File: config.mk
export PLATFORM = sky130hd
export DESIGN_NAME = sector_write_ctrl
export DESIGN_NICKNAME = d
export VERILOG_FILES = /design/src/rtl/swc_pkg.sv /design/src/rtl/swc_shifter.sv /design/src/rtl/swc_page_buf.sv /design/src/rtl/swc_prog_seq.sv /design/src/rtl/sector_write_ctrl.sv
export SDC_FILE = /design/constraint.sdc
export NUM_CORES = 2
export LEC_CHECK = 0
export BUFFER_PORTS_ARGS = -buffer_cell sky130_fd_sc_hd__buf_4
export CORE_ASPECT_RATIO = 1.75
export CORE_MARGIN = 2
export CORE_UTILIZATION = 54
export CTS_CLUSTER_DIAMETER = 200
export DETAILED_ROUTE_END_ITERATION = 10
export PLACE_DENSITY_LB_ADDON = 0.2
export SYNTH_ARGS = -nofsm -noshare
export SYNTH_HDL_FRONTEND = slang
export SYNTH_SLANG_ARGS = --single-unit
File: constraint.sdc
create_clock -name clk -period 4.6 [get_ports clk]
set_input_delay 0.69 -clock clk [delete_from_list [all_inputs] [get_ports clk]]
set_output_delay 0.69 -clock clk [all_outputs]
set_load 0.05 [all_outputs]
File: src/rtl/swc_pkg.sv
package swc_pkg;

    localparam logic [7:0] OPC_SECTOR_WRITE = 8'hF3;

    typedef enum logic [2:0] {
        PH_IDLE,
        PH_OPC,
        PH_SEC_HI,
        PH_SEC_LO,
        PH_COL_HI,
        PH_COL_LO,
        PH_DATA,
        PH_SKIP
    } phase_e;

    typedef struct packed {
        logic       vld;
        logic [7:0] data;
    } byte_evt_t;

    // next column with wrap at the page end
    function automatic int unsigned col_next(input int unsigned col, input int unsigned depth);
        return (col + 1 >= depth) ? 0 : col + 1;
    endfunction

endpackage

File: src/rtl/swc_shifter.sv
module swc_shifter
    import swc_pkg::*;
(
    input  logic      clk,
    input  logic      rst,
    input  logic      sclk,
    input  logic      cs_n,
    input  logic      mosi,
    output byte_evt_t evt,
    output logic      cs_fall,
    output logic      cs_rise,
    output logic      mid_byte
);
    logic       sclk_q;
    logic       cs_q;
    logic [6:0] sh;
    logic [2:0] bit_cnt;
    logic       sclk_rise;

    assign sclk_rise = sclk & ~sclk_q & ~cs_n;
    assign cs_fall   = ~cs_n & cs_q;
    assign cs_rise   = cs_n & ~cs_q;
    assign mid_byte  = (bit_cnt != 3'd0);
    assign evt.vld   = sclk_rise && (bit_cnt == 3'd7);
    assign evt.data  = {sh, mosi};

    always_ff @(posedge clk) begin
        if (rst) begin
            sclk_q  <= 1'b0;
            cs_q    <= 1'b1;
            sh      <= '0;
            bit_cnt <= '0;
        end else begin
            sclk_q <= sclk;
            cs_q   <= cs_n;
            if (cs_fall) begin
                bit_cnt <= '0;
            end else if (sclk_rise) begin
                sh      <= {sh[5:0], mosi};
                bit_cnt <= bit_cnt + 3'd1;
            end
        end
    end
endmodule

File: src/rtl/swc_page_buf.sv
module swc_page_buf #(
    parameter int unsigned DEPTH = 264,
    parameter int unsigned AW    = 9
) (
    input  logic          clk,
    input  logic          we,
    input  logic [AW-1:0] waddr,
    input  logic [7:0]    wdata,
    input  logic [AW-1:0] raddr,
    output logic [7:0]    rdata
);
    logic [7:0] mem [DEPTH];

    always_ff @(posedge clk) begin
        if (we) mem[waddr] <= wdata;
    end

    assign rdata = mem[raddr];
endmodule

File: src/rtl/swc_prog_seq.sv
module swc_prog_seq #(
    parameter int unsigned PAGE_BYTES  = 264,
    parameter int unsigned PROG_CYCLES = 300,
    parameter int unsigned SEC_BITS    = 9,
    parameter int unsigned COL_W       = 9
) (
    input  logic                clk,
    input  logic                rst,
    input  logic                start,
    input  logic [SEC_BITS-1:0] start_sector,
    output logic                busy,
    output logic                arr_we,
    output logic [SEC_BITS-1:0] arr_sector,
    output logic [COL_W-1:0]    arr_col
);
    localparam int unsigned CNT_W = $clog2(PROG_CYCLES);
    localparam logic [CNT_W-1:0] CNT_LAST = CNT_W'(PROG_CYCLES - 1);

    logic [CNT_W-1:0] cnt;

    always_ff @(posedge clk) begin
        if (rst) begin
            busy       <= 1'b0;
            cnt        <= '0;
            arr_sector <= '0;
        end else if (busy) begin
            if (cnt == CNT_LAST) busy <= 1'b0;
            cnt <= cnt + CNT_W'(1);
        end else if (start) begin
            busy       <= 1'b1;
            cnt        <= '0;
            arr_sector <= start_sector;
        end
    end

    assign arr_we  = busy && (32'(cnt) < PAGE_BYTES);
    assign arr_col = COL_W'(cnt);
endmodule

File: src/rtl/sector_write_ctrl.sv
module sector_write_ctrl
    import swc_pkg::*;
#(
    parameter int unsigned SEC_BITS    = 9,
    parameter int unsigned PAGE_BYTES  = 264,
    parameter int unsigned PROG_CYCLES = 300
) (
    input  logic                clk,
    input  logic                rst,
    input  logic                spi_sclk,
    input  logic                spi_cs_n,
    input  logic                spi_mosi,
    input  logic                wp_n,
    input  logic                wel_set,
    input  logic [SEC_BITS-1:0] prot_lo,
    input  logic [SEC_BITS-1:0] prot_hi,
    output logic                busy,
    output logic                wel,
    output logic                arr_we,
    output logic [SEC_BITS-1:0] arr_sector,
    output logic [8:0]          arr_col,
    output logic [7:0]          arr_data
);
    localparam int unsigned COL_W = $clog2(PAGE_BYTES);

    byte_evt_t           evt;
    logic                cs_fall, cs_rise, mid_byte;
    phase_e              ph;
    logic [7:0]          hi_byte;
    logic [15:0]         field;
    logic [SEC_BITS-1:0] sec_r;
    logic [COL_W-1:0]    col_r;
    logic [7:0]          pend;
    logic                pend_vld;
    logic                wel_r;
    logic                sec_prot;
    logic                commit;
    logic                buf_we;
    logic [COL_W-1:0]    rd_col;

    swc_shifter u_shift (
        .clk(clk), .rst(rst), .sclk(spi_sclk), .cs_n(spi_cs_n), .mosi(spi_mosi),
        .evt(evt), .cs_fall(cs_fall), .cs_rise(cs_rise), .mid_byte(mid_byte)
    );

    assign field    = {hi_byte, evt.data};
    assign sec_prot = (sec_r >= prot_lo) && (sec_r <= prot_hi);
    assign commit   = cs_rise && (ph == PH_DATA) && !mid_byte && wp_n && wel_r && !sec_prot;
    assign buf_we   = evt.vld && (ph == PH_DATA) && pend_vld;

    always_ff @(posedge clk) begin
        if (rst) begin
            ph       <= PH_IDLE;
            hi_byte  <= '0;
            sec_r    <= '0;
            col_r    <= '0;
            pend     <= '0;
            pend_vld <= 1'b0;
        end else if (cs_fall) begin
            ph       <= busy ? PH_SKIP : PH_OPC;
            pend_vld <= 1'b0;
        end else if (cs_rise) begin
            ph <= PH_IDLE;
        end else if (evt.vld) begin
            unique case (ph)
                PH_OPC:    ph <= (evt.data == OPC_SECTOR_WRITE) ? PH_SEC_HI : PH_SKIP;
                PH_SEC_HI: begin hi_byte <= evt.data; ph <= PH_SEC_LO; end
                PH_SEC_LO: begin sec_r <= field[SEC_BITS-1:0]; ph <= PH_COL_HI; end
                PH_COL_HI: begin hi_byte <= evt.data; ph <= PH_COL_LO; end
                PH_COL_LO: begin
                    col_r <= field[COL_W-1:0];
                    ph    <= (32'(field[COL_W-1:0]) < PAGE_BYTES) ? PH_DATA : PH_SKIP;
                end
                PH_DATA: begin
                    if (pend_vld) col_r <= COL_W'(col_next(32'(col_r), PAGE_BYTES));
                    pend     <= evt.data;
                    pend_vld <= 1'b1;
                end
                default: ;
            endcase
        end
    end

    always_ff @(posedge clk) begin
        if (rst)                      wel_r <= 1'b0;
        else if (commit)              wel_r <= 1'b0;
        else if (wel_set && !busy)    wel_r <= 1'b1;
    end

    swc_page_buf #(.DEPTH(PAGE_BYTES), .AW(COL_W)) u_buf (
        .clk(clk), .we(buf_we), .waddr(col_r), .wdata(pend),
        .raddr(rd_col), .rdata(arr_data)
    );

    swc_prog_seq #(
        .PAGE_BYTES(PAGE_BYTES), .PROG_CYCLES(PROG_CYCLES),
        .SEC_BITS(SEC_BITS), .COL_W(COL_W)
    ) u_prog (
        .clk(clk), .rst(rst), .start(commit), .start_sector(sec_r),
        .busy(busy), .arr_we(arr_we), .arr_sector(arr_sector), .arr_col(rd_col)
    );

    assign wel     = wel_r;
    assign arr_col = 9'(rd_col);
endmodule

Yosys cells after proc, flatten, opt, wreduce, memory -nomap -nowiden

Memory sizes are Yosys's and may differ from the RTL's. A register that Yosys moved wholly into a read port is not among the register bits.
Cells that the tools add are included.

Add/subtract/negate cells: 3
Multiply operators: 0
Divide/modulo/power cells: 0
Order comparisons: 5
Equal/unequal tests: 10
Shift operators: 0
Multiplexer cells: 19
Bitwise operators: 10
Reductions and logical operators: 30

Operators with widths:

| cell                                                                                  | number |
|---|---|
| 9-bit two-way mux                                                                     | 6 |
| 9-bit < comparator (second input constant)                                            | 2 |
| 9-bit one-hot mux with 2 select lines                                                 | 1 |
| 3-bit two-way mux                                                                     | 5 |
| 3-bit one-hot mux with 5 select lines                                                 | 1 |
| 3-bit == test (second input constant)                                                 | 4 |
| 4-bit AND reduction                                                                   | 3 |
| 1-bit logical AND                                                                     | 11 |
| 9-bit by 1-bit adder with 10-bit output (second input constant)                       | 1 |
| 10-bit by 9-bit greater-or-equal comparator with 1-bit output (second input constant) | 1 |
| 9-bit by 1-bit adder with 9-bit output (second input constant)                        | 1 |
| 9-bit == test (second input constant)                                                 | 1 |
| 9-bit greater-or-equal comparator                                                     | 1 |
| 9-bit <= comparator                                                                   | 1 |
| 8-bit == test (second input constant)                                                 | 1 |
| 7-bit nonzero test                                                                    | 1 |
| 3-bit by 2-bit == test with 1-bit output (second input constant)                      | 2 |
| 1-bit two-way mux                                                                     | 6 |
| 1-bit inverter                                                                        | 6 |
| 2-bit AND reduction                                                                   | 3 |
| 3-bit nonzero test                                                                    | 2 |
| 2-bit OR reduction                                                                    | 3 |
| 5-bit AND reduction                                                                   | 1 |
| 1-bit bitwise AND                                                                     | 4 |
| 6 further kinds                                                                       | 9 |

Register bits: 63
Bits in latches: 0
RAM bits: 2,112
Memory bits (read-only): 0
Input bits: 25
Word-level logic and storage cells: 92
Memories: 1

Memory list:

| name      | depth | bits a word | rd ports | clocked after memory_dff | write ports | RTL line           | text |
|---|---|---|---|---|---|---|---|
| u_buf.mem | 264   | 8           | 1        | 1                        | 1           | swc_page_buf.sv:12 | `logic [7:0] mem [DEPTH];` |

Logic depth before layout (Yosys ltp)

Word-level depth: 11
Depth in mapped cells: 12

Hierarchy

A second synthesis with hierarchy kept.

Cell total of the unflattened synthesis: 4,189
Area total of the unflattened synthesis: 85,311.8 um^2

By module, submodules not included:

| module            | instances | cells each | area an instance (um^2) | sequential area each (um^2) |
|---|---|---|---|---|
| swc_page_buf      | 1         | 3,787      | 81,847.2                | 63,420.8 |
| sector_write_ctrl | 1         | 258        | 2,135.8                 | 640.6 |
| swc_prog_seq      | 1         | 96         | 808.3                   | 380.4 |
| swc_shifter       | 1         | 48         | 520.5                   | 240.2 |

Worst setup path before layout

OpenSTA, ideal clock, no wires.

Path kind: flip-flop to flip-flop
From: register pend[6]
To: memory u_buf.mem[0][6] (data pin)
Data arrival time: 3.495 ns
Required time: 3.724 ns
Setup slack: 0.229 ns
Cell stages (with the launch flop): 1
Path buffers: 0
Clock period less this slack: 4.371 ns
Cell sequence: dfxtp_1

RTL lines:

| item                   | RTL line                | text |
|---|---|---|
| start, declared        | sector_write_ctrl.sv:33 | `logic [7:0] pend;` |
| start signal, assigned | sector_write_ctrl.sv:76 | `pend <= evt.data;` |
| end, declared          | swc_page_buf.sv:12      |  |

No word-level cell before the write port.

==> results.sh <==
export IMPL_holdWs_ns=0.09778
export IMPL_vias_per_cell=6.404
export IMPL_place_congestion=0.9036
export IMPL_holdBufCountCts=0
export IMPL_grt_util_all_layers_pct=28.01
export IMPL_dieArea_um2=162000
export IMPL_path_clk_slew_ns=0.06
export IMPL_place_area_um2=90090
export IMPL_synth_nets=4299
export IMPL_drt_pass1_iter_count=6
export IMPL_fin_skew_ns=0.04503
export IMPL_num_io_pins=54
export IMPL_drt_total_wl_mm=226.2
export IMPL_ys_seq_area_share_pct=75.70
export IMPL_cp_slowest_cell="mux4_2"
export IMPL_endpoint_kind="primary output"
export IMPL_path_common_cell="buf_6"
export IMPL_grt_ovfl_total=0
export IMPL_synthCells=4245
export IMPL_rsz0062_at_grt="true"
export IMPL_period_share_pct=102.9
export IMPL_yosysWarnings=0
export IMPL_crit_family="buffers and inverters"
export IMPL_gr_usage_met3_pct=3.017
export IMPL_fp_row_count=193
export IMPL_ys_ff_latch=2184
export IMPL_pre_cts_ws_ns=-0.04867
export IMPL_violations="negative setup slack"
export IMPL_cts_buffers=192
export IMPL_power_density_nw_per_um2=379.4
export IMPL_async_flop_share_pct=0
export IMPL_core_area_um2=157700
export IMPL_via_count=43670
export IMPL_grt_max_degree=149
export IMPL_worstPathArrival_ns=4.04
export IMPL_dp_cells=6415
export IMPL_slowest_delay_ns=0.51
export IMPL_yosys_area_top_type_share_pct=74.01
export IMPL_grt_pass1_vias=44680
export IMPL_synth_cell_area_um2=85690
export IMPL_antenna_left=0
export IMPL_synth_edff_count=2112
export IMPL_vdd_drop_max_mv=0.3249
export IMPL_fmax_mhz=211.3
export IMPL_finalPower_mw=37.24
export IMPL_fillers=10790
export IMPL_area_growth_syn_to_layout_pct=14.53
export IMPL_critPathMaxFanout=8
export IMPL_final_cell_mix="edfxtp_1 (2,112), mux4_2 (506), nor2_1 (336)"
export IMPL_portBuffers=53
export IMPL_cts_root_buf="clkbuf_16"
export IMPL_clock_latency_ns=0.82
export IMPL_met2_usage_pct=50.40
export IMPL_criticalPathCategory="register to primary output"
export IMPL_power_leakage_nw=28.65
export IMPL_worstPathCellList="buf_16, buf_12, buf_6, mux4_2, o22ai_2, nand2b_1, nand4_1, o21ai_1, a2111oi_4, buf_4, a311oi_2, buf_6"
export IMPL_final_common_cell="edfxtp_1"
export IMPL_fin_tns_setup_ns=-0.4078
export IMPL_clockBufferDepth=4
export IMPL_die_h_um=531.0
export IMPL_synth_distinct_cells=75
export IMPL_drv_slew=0
export IMPL_top_usage_layer="met2"
export IMPL_relSlewSlack_pct=19.72
export IMPL_cts_max_level=4
export IMPL_cap_violations=0
export IMPL_syn_avg_cell_area_um2=20.19
export IMPL_antenna_found_initial=2
export IMPL_synth_largest_area_cell="edfxtp_1"
export IMPL_synthTopCellsByArea="edfxtp_1 (74%), mux4_2 (13%), mux2i_1 (1.9%)"
export IMPL_met1_usage_pct=32.75
export IMPL_grt_pass1_wl_mm=321.3
export IMPL_tritoncts="built"
export IMPL_fin_util_pct=62.24
export IMPL_status="finished, violations left"
export IMPL_clock_sinks=2184
export IMPL_post_route_worst_setup_slack_ns=-0.1326
export IMPL_fin_crit_ns=4.733
export IMPL_drt_iter0_drc=4515
export IMPL_worst_path_buf_inv=5
export IMPL_critical_path_required_ns=3.91
export IMPL_tightest_slew_ns=1.204
export IMPL_dp_hpwl_mm=145.3
export IMPL_setup_viol=5
export IMPL_nNetsFinal=4678
export IMPL_final_area_um2=98140
export IMPL_avgRoutedWirePerCell_um=33.17
export IMPL_hold_viol_final=0
export IMPL_synth_main_ff_cell="edfxtp_1"
export IMPL_route_detailed_drc=0
export IMPL_fin_cells=6819
export IMPL_die_x_um=305.1
export IMPL_drive_above_1_share_pct=28.27
export IMPL_start_util_pct=54.34
export IMPL_worst_setup_path_start_kind="register"
export IMPL_hold_class="input port to register"
==> area by class of cell <==
type                    count  area [um2]  share of cell area [%]
clock buffers             233        5001                   5.096
inverters                  41       153.9                  0.1568
clock inverters           108       948.4                  0.9664
repair buffers            429        4498                   4.583
flip-flops and latches   2184       64910                   66.14
multi-input cells        1776       20070                   20.45
well taps                2047        2561                   2.610
diodes                      1       2.502                0.002550
==> routing by layer <==
layer | wire length [um] | share of wire, %
met5 | 0 | 0
met4 | 15210 | 6.7
met3 | 12960 | 5.7
met2 | 120700 | 53
met1 | 77290 | 34
==> worst paths after layout <==
kind	start	endpoint	slack (ns)	depth (start not counted)
min reg2reg	u_prog.arr_sector[5]$_SDFFE_PP0P_	u_prog.arr_sector[5]$_SDFFE_PP0P_	0.46	2
max	register	arr_data[1]	-0.13	12
max reg2reg	ph[2]$_SDFFE_PP0P_	u_buf.mem[42][5]$_DFFE_PP_	0.86	7
min	spi_sclk	u_shift.sclk_q$_SDFF_PP0_	0.1	2
==> worst reg2reg max path, cell delays in order, from the launching register on <==
cell     delay (ns)
dfxtp_1        0.51
inv_1          0.19
nor3_2         0.41
nand3_1        0.34
nor3b_1        0.51
nand2_1        0.31
buf_4          0.35
nor2_1         0.75
==> state kept, by name, indices dropped and copies added, names as in the netlist, named ones only <==
register and count:
u_buf.mem 2112, col_r 9, sec_r 9, u_prog.arr_col 9, u_prog.arr_sector 9, pend 8, u_shift.sh 7, ph 3
u_shift.bit_cnt 3, hi_byte 1, pend_vld 1, u_prog.busy 1, u_shift.cs_q 1, u_shift.sclk_q 1, wel 1
==> logic make-up (layout without fill, tap and decap cells) <==
group                      Yosys count  count (layout)  share of synthesized area, %
DFF                               2184            2184                         75.70
and+or+nand+nor                    682             682                         3.545
muxes                              673             673                         15.25
AOI/OAI and AO/OA                  386             386                         3.115
buffers and inverters              285             811                         1.906
adders and majority gates           29              29                        0.4235
xor gates and xnor gates             6               6                       0.06133
other                                0               1                             0
==> cell usage after synthesis (all sizes together), types with 5 or more instances <==
cell and number:
nor4 11, nand2b 23, nand4 18, o22ai 53, o22a 8, a21oi 62
buf 156, and3 6, or2 5, o2111ai 5, o21a 7, o221ai 6
a32o 5, mux4 506, o21ai 57, a22oi 53, edfxtp 2112, nand3 40
a2111oi 11, a311oi 5, nor2 343, o31ai 14, a211oi 39, dfxtp 72
a22o 14, a21o 5, a221oi 18, nor3 41, mux2i 164, inv 40
nor2b 16, or3 11, ha 29, nand2 142, a31oi 7, clkbuf 88
==> report_power, final <==
part	leakage, nW	switching [mW]	internal, mW	total, mW
clock network	2.90	7.02	8.63	15.7
logic	6.85	0.0668	0.0516	0.118
registers	18.9	0.0119	21.4	21.5
==> repair_timing <==
| item | in CTS | in global routing |
|---|---|---|
| gates resized for setup | 199 | 37 |
| pin swaps | 23 | 16 |
| gates cloned | 15 | 2 |
| endpoints found under the setup margin | 8 | 8 |
| buffers inserted | 46 | 7 |
Power figures use the tool's default switching activity.
